File: config.mk
export PLATFORM = sky130hd
export DESIGN_NAME = tape_rdr_ctrl
export DESIGN_NICKNAME = d
export VERILOG_FILES = /design/src/rtl/tape_rdr_pkg.sv /design/src/rtl/tape_rdr_sync.sv /design/src/rtl/tape_rdr_start.sv /design/src/rtl/tape_rdr_ctrl.sv
export SDC_FILE = /design/constraint.sdc
export NUM_CORES = 1
export LEC_CHECK = 0
export CORE_UTILIZATION = 60
export DETAILED_ROUTE_END_ITERATION = 12
export DONT_BUFFER_PORTS = 1
export HOLD_SLACK_MARGIN = 0.15
export PLACE_DENSITY = 0.76
export SYNTH_ARGS = -nofsm -noshare
export SYNTH_HDL_FRONTEND = slang
export SYNTH_SLANG_ARGS = --single-unit
File: constraint.sdc
create_clock -name clk -period 2.3 [get_ports clk]
set_input_delay 0.23 -clock clk [delete_from_list [all_inputs] [get_ports clk]]
set_output_delay 0.23 -clock clk [all_outputs]
set_load 0.05 [all_outputs]
File: src/rtl/tape_rdr_pkg.sv
package tape_rdr_pkg;

    typedef enum logic [1:0] {
        ST_IDLE  = 2'd0,
        ST_PULSE = 2'd1,
        ST_WAIT  = 2'd2
    } start_st_e;

endpackage

File: src/rtl/tape_rdr_sync.sv
module tape_rdr_sync #(
    parameter int STAGES = 2
) (
    input  logic clk,
    input  logic rst_n,
    input  logic async_in,
    output logic sync_out
);
    logic [STAGES-1:0] chain_d;
    logic [STAGES-1:0] chain_q;

    for (genvar i = 0; i < STAGES; i++) begin : g_stage
        if (i == 0) begin : g_first
            always_comb chain_d[i] = async_in;
        end else begin : g_rest
            always_comb chain_d[i] = chain_q[i-1];
        end
    end

    always_ff @(posedge clk) begin
        if (!rst_n) chain_q <= '0;
        else        chain_q <= chain_d;
    end

    assign sync_out = chain_q[STAGES-1];
endmodule

File: src/rtl/tape_rdr_start.sv
module tape_rdr_start
    import tape_rdr_pkg::*;
#(
    parameter int PULSE_CYCLES = 6
) (
    input  logic clk,
    input  logic rst_n,
    input  logic req,
    input  logic ready_act,
    output logic start_n
);
    localparam int CW = $clog2(PULSE_CYCLES + 1);

    typedef struct packed {
        start_st_e      st;
        logic           pend;
        logic [CW-1:0]  cnt;
        logic           start_n;
    } start_t;

    start_t q, d;
    logic   launch;

    always_comb begin
        d      = q;
        launch = 1'b0;
        case (q.st)
            ST_IDLE: begin
                if (q.pend && ready_act) begin
                    launch    = 1'b1;
                    d.st      = ST_PULSE;
                    d.cnt     = CW'(PULSE_CYCLES - 1);
                    d.start_n = 1'b0;
                end
            end
            ST_PULSE: begin
                if (q.cnt == '0) begin
                    d.st      = ST_WAIT;
                    d.start_n = 1'b1;
                end else begin
                    d.cnt = q.cnt - 1'b1;
                end
            end
            ST_WAIT: begin
                if (!ready_act) d.st = ST_IDLE;
            end
            default: d.st = ST_IDLE;
        endcase
        d.pend = (q.pend && !launch) || req;
    end

    always_ff @(posedge clk) begin
        if (!rst_n) begin
            q.st      <= ST_IDLE;
            q.pend    <= 1'b0;
            q.cnt     <= '0;
            q.start_n <= 1'b1;
        end else begin
            q <= d;
        end
    end

    assign start_n = q.start_n;

    logic [15:0] low_run_q;
    always_ff @(posedge clk) begin
        if (!rst_n)        low_run_q <= '0;
        else if (!start_n) low_run_q <= low_run_q + 1'b1;
        else               low_run_q <= '0;
    end

    AST_START_NEEDS_READY: assert property (@(posedge clk) disable iff (!rst_n)
        $fell(start_n) |-> $past(ready_act));
    AST_PULSE_WIDTH: assert property (@(posedge clk) disable iff (!rst_n)
        $rose(start_n) |-> (low_run_q == 16'(PULSE_CYCLES)));
endmodule

File: src/rtl/tape_rdr_ctrl.sv
module tape_rdr_ctrl
    import tape_rdr_pkg::*;
#(
    parameter int DATA_W       = 8,
    parameter int SYNC_STAGES  = 2,
    parameter int PULSE_CYCLES = 6
) (
    input  logic              clk,
    input  logic              rst_n,
    input  logic              iot_skip,
    input  logic              iot_read,
    input  logic              iot_fetch,
    input  logic              iot_read_fetch,
    input  logic              tp3,
    output logic [DATA_W-1:0] data_o,
    output logic              xfer_c0,
    output logic              xfer_c1,
    output logic              skip_n,
    input  logic [DATA_W-1:0] hole_i,
    input  logic              ready_n,
    output logic              start_n
);
    typedef struct packed {
        logic              prev;
        logic              flag;
        logic              skip_n;
        logic [DATA_W-1:0] data;
        logic              xfer;
    } bus_t;

    bus_t q, d;
    logic ready_act;
    logic gate_rd;
    logic any_op;
    logic new_char;
    logic start_req;

    tape_rdr_sync #(.STAGES(SYNC_STAGES)) u_sync (
        .clk      (clk),
        .rst_n    (rst_n),
        .async_in (~ready_n),
        .sync_out (ready_act)
    );

    assign start_req = tp3 && (iot_fetch || iot_read_fetch);

    tape_rdr_start #(.PULSE_CYCLES(PULSE_CYCLES)) u_start (
        .clk       (clk),
        .rst_n     (rst_n),
        .req       (start_req),
        .ready_act (ready_act),
        .start_n   (start_n)
    );

    always_comb begin
        d        = q;
        gate_rd  = iot_read || iot_read_fetch;
        any_op   = iot_read || iot_fetch || iot_read_fetch;
        new_char = ready_act && !q.prev;
        d.prev   = ready_act;
        if (new_char)         d.flag = 1'b1;
        else if (tp3 && any_op) d.flag = 1'b0;
        d.skip_n = !(iot_skip && q.flag);
        d.data   = gate_rd ? hole_i : '0;
        d.xfer   = gate_rd;
    end

    always_ff @(posedge clk) begin
        if (!rst_n) begin
            q.prev   <= 1'b0;
            q.flag   <= 1'b0;
            q.skip_n <= 1'b1;
            q.data   <= '0;
            q.xfer   <= 1'b0;
        end else begin
            q <= d;
        end
    end

    assign data_o  = q.data;
    assign xfer_c0 = q.xfer;
    assign xfer_c1 = q.xfer;
    assign skip_n  = q.skip_n;

    AST_BUS_QUIET: assert property (@(posedge clk) disable iff (!rst_n)
        !xfer_c0 |-> (data_o == '0));
    AST_XFER_FOLLOWS_STROBE: assert property (@(posedge clk) disable iff (!rst_n)
        (iot_read || iot_read_fetch) |=> (xfer_c0 && xfer_c1));
    AST_SKIP_CAUSE: assert property (@(posedge clk) disable iff (!rst_n)
        !skip_n |-> $past(iot_skip));
    AST_FLAG_CLEAR: assert property (@(posedge clk) disable iff (!rst_n)
        (tp3 && (iot_read || iot_fetch || iot_read_fetch) && !(ready_act && !q.prev))
        |=> !q.flag);
endmodule

Word-level counts from Yosys, hierarchy flattened
Index checks and enable logic that the tools add are counted.
{ "op_classes": {"n_div": 0, "magnitude_cmp": 0, "n_mul": 0, "mux": 12, "n_shift": 0, "n_reduce_logical": 22, "addsub": 1, "bitwise": 1, "n_eq_ne": 6} }
{ "ops": {"columns": ["op", "n"], "rows": [
  ["$reduce_and A3 Y1", 3],
  ["$pmux W4 S2", 1],
  ["$logic_and A1 B1 Y1", 6],
  ["$mux W2", 3],
  ["$pmux W2 S3", 1],
  ["$logic_or A1 B1 Y1", 5],
  ["$mux W1", 5],
  ["$mux W4", 1],
  ["$ne A2 B1 Y1 const B", 2],
  ["$ne A2 B2 Y1 const B", 2],
  ["$reduce_bool A2 Y1", 2],
  ["$logic_not A1 Y1", 3],
  ["$logic_not A3 Y1", 1],
  ["$mux W3", 1],
  ["$sub A3 B1 Y3 const B", 1],
  ["$eq A2 B1 Y1 const B", 1],
  ["$eq A2 B2 Y1 const B", 1],
  ["$logic_not A2 Y1", 1],
  ["$reduce_and A2 Y1", 1],
  ["$not A1 Y1", 1]
]} }
{ "totals": {"romBits": 0, "out_inout_bits": 12, "memories": 0, "inputBits": 16, "mem_bits_rw": 0, "elab_cells": 52, "latch_bits": 0, "reg_bits": 21} }

Depth between registers and ports, before layout
Gate-level depths: netlist of run 1.
{ "depth": {"depth_word": 6, "mapped_depth": 5, "mapped_depth_nobuf": 5} }

Modules after synthesis
Synthesis of run 1 repeated with hierarchy kept, for this count alone.
{ "hier_totals": {"cells_unflattened": 73, "hier_area_um2": 802.0} }
{ "by_module_without_submodules": {"columns": ["mod", "area_per_inst_um2", "cells_each", "instances", "seq_area_each_um2"], "rows": [
  ["tape_rdr_ctrl", 415.4, 38, 1, 240.2],
  ["tape_rdr_start", 334.1, 31, 1, 140.1],
  ["tape_rdr_sync", 52.6, 4, 1, 40.0]
]} }

Worst setup path after synthesis of run 1
Ideal clock, no wire load.
{ "synth_timing": {"kind": "reg-to-reg", "startpoint": "register u_start.q[1] (netlist name)", "endpoint": "register u_start.q[2] (netlist name)", "t_arrival_ps": 1073, "setup_time_ps": 116, "t_required_ps": 2184, "setup_slack_ps": 1111, "synth_period_minus_slack_ps": 1189, "n_path_buf": 0, "stages_incl_launch_ff": 6, "cell_sequence": "dfxtp_1 > inv_1 > ha_1 > nor2b_4 > o21a_2 > a31o_1"} }
{ "synth_between": {"elab_chain_len": 3, "word_cells_on_any_way": 6, "cone_classes": "1 x add/sub; 1 x eq/ne; 2 x mux; 2 x reduce/logical"} }
{ "synth_rtl": {"columns": ["element", "line", "text"], "rows": [
  ["start: declaration", "tape_rdr_start.sv:21", "start_t q, d;"],
  ["$sub A3 B1 Y3 or $logic_not A3 Y1 (tied branches)", "tape_rdr_start.sv:41, tape_rdr_start.sv:37", null],
  ["$mux W3 or $ne A2 B2 Y1 (tied branches)", null, null],
  ["$pmux W4 S2 or $reduce_and A3 Y1 (tied branches)", null, null]
]} }
Several ways; a longest one is shown, not always the timed one. The select of a mux whose other input is x is not followed.
A chain may end at the register's enable or synchronous reset.

Worst setup path in the final report of run 1
{ "layout_timing": {"startpoint": "input port iot_read_fetch", "endpoint": "register u_start.q[4] (netlist name)"} }
{ "layout_between": {"elab_chain_len": 3} }
{ "layout_rtl": {"columns": ["element", "line", "text"], "rows": [
  ["start: declaration", "tape_rdr_ctrl.sv:13", "input logic iot_read_fetch,"],
  ["$logic_or A1 B1 Y1", "tape_rdr_ctrl.sv:45", "assign start_req = tp3 && (iot_fetch || iot_read_fetch);"],
  ["$logic_and A1 B1 Y1", "tape_rdr_ctrl.sv:45", null],
  ["$logic_or A1 B1 Y1", "tape_rdr_start.sv:49", "d.pend = (q.pend && !launch) || req;"]
]} }
Every way passes these cells.

==> results.md, run 1 <==
* Outcome: finished, final reports clean
* Clock Tree Root: clkbuf_4
* Nets@finish at 102
* Area leader, netlist: dfxtp_1
* DP Area at 752 um2
* Core Footprint at 0.00117 mm2
* R2R Setup Slk at 1040 ps
* Max_cap viols at 0
* Int Power at 0.000475 W
* Commonest cells post-synth: 21 x dfxtp_1, 10 x and2_1, 9 x buf_4
* Net Sw Power at 0.000167 W
* Worst slew margin at 66.7%
* Synth top area cells: dfxtp_1 53%, buf_4 8.5%, and2_1 7.8%
* Pin count of the biggest net entering global routing at 13
* Most common cell in the netlist: dfxtp_1
* RSZ-0062 raised after global routing: false
* DR vias/cell at 5.12
* Starting DRT DRC Count at 7
* HP Class: input pin to register
* First-pass GRT wire length at 1700 um
* Hold-fix buffers, CTS at 15
* Post_cts resized at 0
* Comb power frac at 8.8%
* Worst reg2reg path endpoint: u_start.q[2]
* Synth Register Bits at 21
* Final setup skew at 2.70 ps
* Fraction of layout cells with a size suffix above 1 at 9.64%
* HP Start: tp3
* Tmin final at 1310 ps
* Avg Cell Area, Syn at 10.9 um2
* GRT Overall Usage at 18.1%
* Total number of vias at 497
* Max-slew violations at 0
* Critical Path Max Stage Delay at 560 ps
* Crit path max-delay family: buffers and inverters
* Crit path DAT at 1520 ps
* Register area at 420 um2
* Die width at 38.5 um
* Syn Nets at 91
* Switching share of power at 26.0%
* Area Overhead vs Synth at 16.5%
* Rows at 12
* CTS tree: yes
* Post-route ant nets at 0
* Sequential Power Share at 64.5%
* EDFF count, synth at 0
* FF-to-FF Start: u_start.q[1]
* H-tree depth at 1
* Placed Cells at 78
* DRC at 0
* CP Capture Type: register
* Buf+Inv Stages, Crit Path at 2
* CTS Buf Count at 3
* Synth top area share at 52.7%
* DP Wirelength at 661 um
* Area of the multi-input gates at 299 um2
* # port buffers at 0
* CTS Buffer Depth at 2
* Hold path endpoint: q[10]
* Yosys warns at 0
* Async SR Flop Fraction at 0%
* Fin. Hold Viols at 0
* Initial antenna violation count at 0
* Fillers at 77
* Worst-Skew Late Latency at 300 ps
* Reg clk slew, reported paths at 110 ps
* Worst Hold Slack at 153 ps
* Final TNS setup at 0 ps
* Seq/Total Area, Yosys at 52.7%
* Postcts setup bufs at 0
* Main synth FF type: dfxtp_1
* Worst path cell trace: dlygate4sd3_1, o21ai_0, dlygate4sd3_1, a21boi_1
* Sink Count at 21
* Reg2Reg Depth at 5
* PD cells at 691 mW/mm2
* Post-Synthesis Cells at 73
* Least-Margin Pin Slew at 499 ps
* Post-route cell area at 930 um2
* VDD IR max at 0.000514 V
* Fmax at 0.764 GHz
* Crit path launch type: input pin
* Die Footprint at 0.00148 mm2
* CP max-delay cell: dlygate4sd3_1
* Final wirelength at 1150 um
* Routability Congestion at 0.771
* Initial core utilization at 68.2%
* Die Height at 38.5 um
* Worst endpoint required time at 2510 ps
* Hold Crit Depth at 3
* Post-Layout Cell Count at 97
* ANT cells at 0
* CP Class: input pin to register
* DR pass1 iterations at 3
* Setup violators final at 0
* Synth cell types at 23
* GR Overflow Total at 0
* Routed len/inst at 11.8 um
* CP most frequent cell: dlygate4sd3_1
* Leakage at 0.373 nW
* Clock power frac at 26.8%
* Crit path max fanout at 3
* I/O pins at 28
* Period utilization at 56.9%
* Synthesized cell area at 798 um2
* Vias in the first global route at 429
## worst max path at each step
stage / from / to / slack [ps] / cells past startpoint
3_5_place_dp: u_start.q[1] / u_start.q[2] / 1050 / 5
6_report: iot_read_fetch / u_start.q[4] / 990 / 4
4_1_cts: iot_read_fetch / u_start.q[4] / 1000 / 4
5_1_grt: iot_read_fetch / u_start.q[4] / 930 / 4
3_3_place_gp: u_start.q[1] / u_start.q[2] / 1090 / 5
2_1_floorplan: u_start.q[1] / u_start.q[2] / 1110 / 5
## logic make-up after synthesis
| logic type | after synthesis | share of synthesized area (%) |
|---|---|---|
| buf+inv | 12 | 9.87 |
| fa+ha+maj | 2 | 3.13 |
| compound gates | 11 | 9.72 |
| simple gates | 26 | 23.4 |
| mux | 1 | 1.25 |
| flops | 21 | 52.7 |
## state kept, by name (all words and copies together) (netlist names)
signal and flops:
data_o 8, q 2, skip_n 1, u_start.q 6
u_start.start_n 1, u_sync.chain_q 2, xfer_c0 1
## power groups by stage
stage	clock network [W]	registers [W]	logic, W
after floorplan	0	0.000399	0.0000651
final	0.000172	0.000414	0.0000563
after global placement	0	0.000423	0.0000333
after global routing	0.000192	0.000416	0.0000614
after CTS	0.000170	0.000414	0.0000556
after detailed placement	0	0.000423	0.0000339
## cell usage in the layout, fill, tap and decap left out
master / instances
nor2_1: 1
inv_1: 2
dfxtp_1: 21
nor2b_1: 4
a21oi_1: 2
a21boi_1: 3
and2_1: 10
clkinv_2: 1
nand2_1: 2
nor2b_4: 1
buf_4: 1
mux2i_1: 1
nand3b_1: 2
clkbuf_4: 3
a31o_1: 1
ha_1: 2
o21ai_0: 1
nand3_1: 2
o21a_2: 1
nand2b_1: 2
nor4b_1: 1
o21a_1: 1
o31ai_1: 2
nand4bb_4: 1
dlygate4sd3_1: 15
## worst reg2reg max path: cells and delay by family (launching register included)
| kind | cells | cell delay [ps] |
|---|---|---|
| AO/OA/AOI/OAI | 2 | 420 |
| flip-flops | 1 | 320 |
| adder cells (fa/ha/maj) | 1 | 210 |
| AND/OR/NAND/NOR | 1 | 140 |
| buffers and inverters | 1 | 70 |
## layout make-up
class                           count  area share (%)
Timing Repair Buffer               16            17.0
Inverter                            2           0.808
Sequential cell                    21            45.2
Multi-Input combinational cell     40            32.2
Clock inverter                      1           0.538
Tap cell                           14            1.88
Clock buffer                        3            2.42
## per-stage QoR
step                      utilization (%)  power, W  setup slack [ps]
final                                79.4  0.000642               990
after floorplan                         -  0.000464              1110
after global routing                 79.4  0.000670               925
after CTS                            79.4  0.000640              1000
after global placement               64.2  0.000456              1090
after detailed placement             64.2  0.000457              1050
## metal layers
metal	up-vias	track usage, %	wire length (um)
li1	256	-	-
met3	2	4.65	72
met2	21	25.8	505
met5	-	0	0
met1	218	23.3	554
met4	0	12.9	16
No activity file was read; power rests on OpenSTA's default activity.
==> run 2: changes to the inputs <==
--- a/config.mk
+++ b/config.mk
@@ -5,11 +5,11 @@
 export SDC_FILE = /design/constraint.sdc
 export NUM_CORES = 1
 export LEC_CHECK = 0
-export CORE_UTILIZATION = 60
+export CORE_UTILIZATION = 52
 export DETAILED_ROUTE_END_ITERATION = 12
 export DONT_BUFFER_PORTS = 1
 export HOLD_SLACK_MARGIN = 0.15
-export PLACE_DENSITY = 0.76
+export PLACE_DENSITY = 0.7
 export SYNTH_ARGS = -nofsm -noshare
 export SYNTH_HDL_FRONTEND = slang
 export SYNTH_SLANG_ARGS = --single-unit
==> constraint.sdc (replaced) <==
create_clock -name clk -period 1.15 [get_ports clk]
set_input_delay 0.115 -clock clk [delete_from_list [all_inputs] [get_ports clk]]
set_output_delay 0.115 -clock clk [all_outputs]
set_load 0.05 [all_outputs]
==> results.md, run 2 (synthesis gave the netlist of run 1 again) <==
* Vias in the first global route at 486 (was 429)
* Clock Tree Root: clkbuf_4 (unchanged)
* Post-Layout Cell Count at 108 (was 97)
* CTS Buf Count at 3 (unchanged)
* Routability Congestion at 0.751 (was 0.771)
* PD cells at 1250 mW/mm2 (was 691 mW/mm2)
* Die width at 41.2 um (was 38.5 um)
* GR Overflow Total at 0 (unchanged)
* Crit path DAT at 1350 ps (was 1520 ps)
* HP Class: register to register (was input pin to register)
* DR vias/cell at 4.98 (was 5.12)
* Period utilization at 100%
* Pin count of the biggest net entering global routing at 13 (unchanged)
* DRC at 0 (unchanged)
* Die Footprint at 0.00170 mm2 (was 0.00148 mm2)
* Worst slew margin at 66.9% (was 66.7%)
* Initial antenna violation count at 0 (unchanged)
* CP Class: register to register (was input pin to register)
* CP Capture Type: register (unchanged)
* Starting DRT DRC Count at 2 (was 7)
* Overall power at 0.00131 W (was 0.000642 W)
* Worst endpoint required time at 1350 ps (was 2510 ps)
* I/O pins at 28 (unchanged)
* Failing checks: negative setup slack
* RSZ-0062 raised after global routing: true (was false)
* Post-route cell area at 0.00105 mm2 (was 930 um2)
* H-tree depth at 1 (unchanged)
* Final worst slack at -2.60 ps (was 990 ps)
* Final setup skew at 6.53 ps (was 2.70 ps)
* DR pass1 iterations at 4 (was 3)
* # port buffers at 0 (unchanged)
* Register area at 423 um2 (was 420 um2)
* Outcome: finished with violations (was finished, final reports clean)
* Commonest non-fill, non-tap cell in the layout: dfxtp_1 (unchanged)
* Max_cap viols at 0 (unchanged)
* Die Height at 41.2 um (was 38.5 um)
* Core Footprint at 0.00137 mm2 (was 0.00117 mm2)
* Tmin final at 1150 ps
* VDD IR max at 0.000865 V (was 0.000514 V)
* CTS Buffer Depth at 2 (unchanged)
* Reg clk slew, reported paths at 110 ps (about the same)
* Placed Cells at 85 (was 78)
* Max FFs per register at 8 (unchanged)
* GRT Overall Usage at 19.0% (was 18.1%)
* Max-slew violations at 0 (unchanged)
* Fmax at 0.868 GHz
* Area of the multi-input gates at 325 um2 (was 299 um2)
* First-pass GRT wire length at 1970 um (was 1700 um)
* Least-Margin Pin Slew at 496 ps (was 499 ps)
* Rows at 13 (was 12)
* Fraction of layout cells with a size suffix above 1 at 22.6% (was 9.64%)
* Fillers at 91 (was 77)
* Worst Hold Slack at 452 ps (was 153 ps)
* Sink Count at 21 (unchanged)
* Leakage at 0.420 nW (was 0.373 nW)
* Crit path launch type: register (was input pin)
* Area Overhead vs Synth at 31.3% (was 16.5%)
* Routed len/inst at 12.6 um (was 11.8 um)
* CTS tree: yes (unchanged)
* Fin. Hold Viols at 0 (unchanged)
* ANT cells at 0 (unchanged)
* Crit path max fanout at 4 (was 3)
* Final wirelength at 1370 um (was 1150 um)
* Post-route ant nets at 0 (unchanged)
* Setup violators final at 1 (was 0)
* Worst-Skew Late Latency at 290 ps (was 300 ps)
* Total number of vias at 538 (was 497)
* Nets@finish at 112 (was 102)
* DP Wirelength at 856 um (was 661 um)
* Most frequent cells in the layout: 19 x dfxtp_1, 18 x dlygate4sd3_1, 10 x and2_1 (was 21 x dfxtp_1, 15 x dlygate4sd3_1, 10 x and2_1)
* DP Area at 813 um2 (was 752 um2)
* Initial core utilization at 58.4% (was 68.2%)
[run 2: changes by cell type in the layout (fill, tap and decap cells not counted), sizes merged]
cell         change
dlygate4sd3      +3
clkinv           -1
buf              +7
clkbuf           +1
[run 2: final timing paths]
check / endpoint / from / slack, ps / depth (start not counted)
max: u_start.q[2] / u_start.q[2] / -3 / 5
min: u_sync.chain_q[1] / u_sync.chain_q[0] / 450 / 1
max reg2reg: u_start.q[2] / u_start.q[2] / -3 / 5
min reg2reg: u_sync.chain_q[1] / u_sync.chain_q[0] / 450 / 1
[run 2: what timing repair did]
action,CTS,global route
buffers inserted,1,0
endpoints found under the hold margin,21,1
pin swaps,3,3
hold buffers,17,1
gates resized for setup,2,3
setup endpoints to repair,2,10
[run 2: cell type report]
| cell class | count | share of cell area, % |
|---|---|---|
| flip-flops and latches | 21 | 40.3 |
| well taps | 15 | 1.79 |
| multi-input cells | 40 | 31.0 |
| repair buffers | 26 | 23.6 |
| clock buffers | 4 | 2.51 |
| inverters | 2 | 0.716 |
[run 2: metal layers]
| layer | vias to the layer above | GRT usage, % | part of all wire, % |
|---|---|---|---|
| met1 | 246 | 19.5 | 42 |
| met4 | 0 | 9.68 | 1.2 |
| li1 | 273 | - | - |
| met5 | - | 0 | 0 |
| met3 | 2 | 5.98 | 4.8 |
| met2 | 17 | 34.0 | 52 |
[run 2: power by group]
group | switching [W] | leakage (nW) | total, W | internal, W
combinational | 0.0000582 | 0.232 | 0.000138 | 0.0000799
clock | 0.000207 | 0.0150 | 0.000341 | 0.000135
sequential | 0.0000694 | 0.173 | 0.000827 | 0.000757
total | 0.000334 | 0.420 | 0.00131 | 0.000972
[run 2: critical path, stage by stage, from the launching register on]
cell	delay, ps
dfxtp_2	350
inv_2	50
ha_4	150
nor2b_4	130
o21a_2	220
a31o_1	170
[run 2: stage by stage]
step | setup WS [ps] | util, % | setup TNS [ps]
after floorplan | 0.552 | - | 0
after global placement | -15.6 | 59.5 | -15.6
after detailed placement | -24.2 | 59.5 | -42.1
after CTS | -12.1 | 75.4 | -12.1
after global routing | -59.5 | 76.7 | -113
final | -2.60 | 76.7 | -2.60
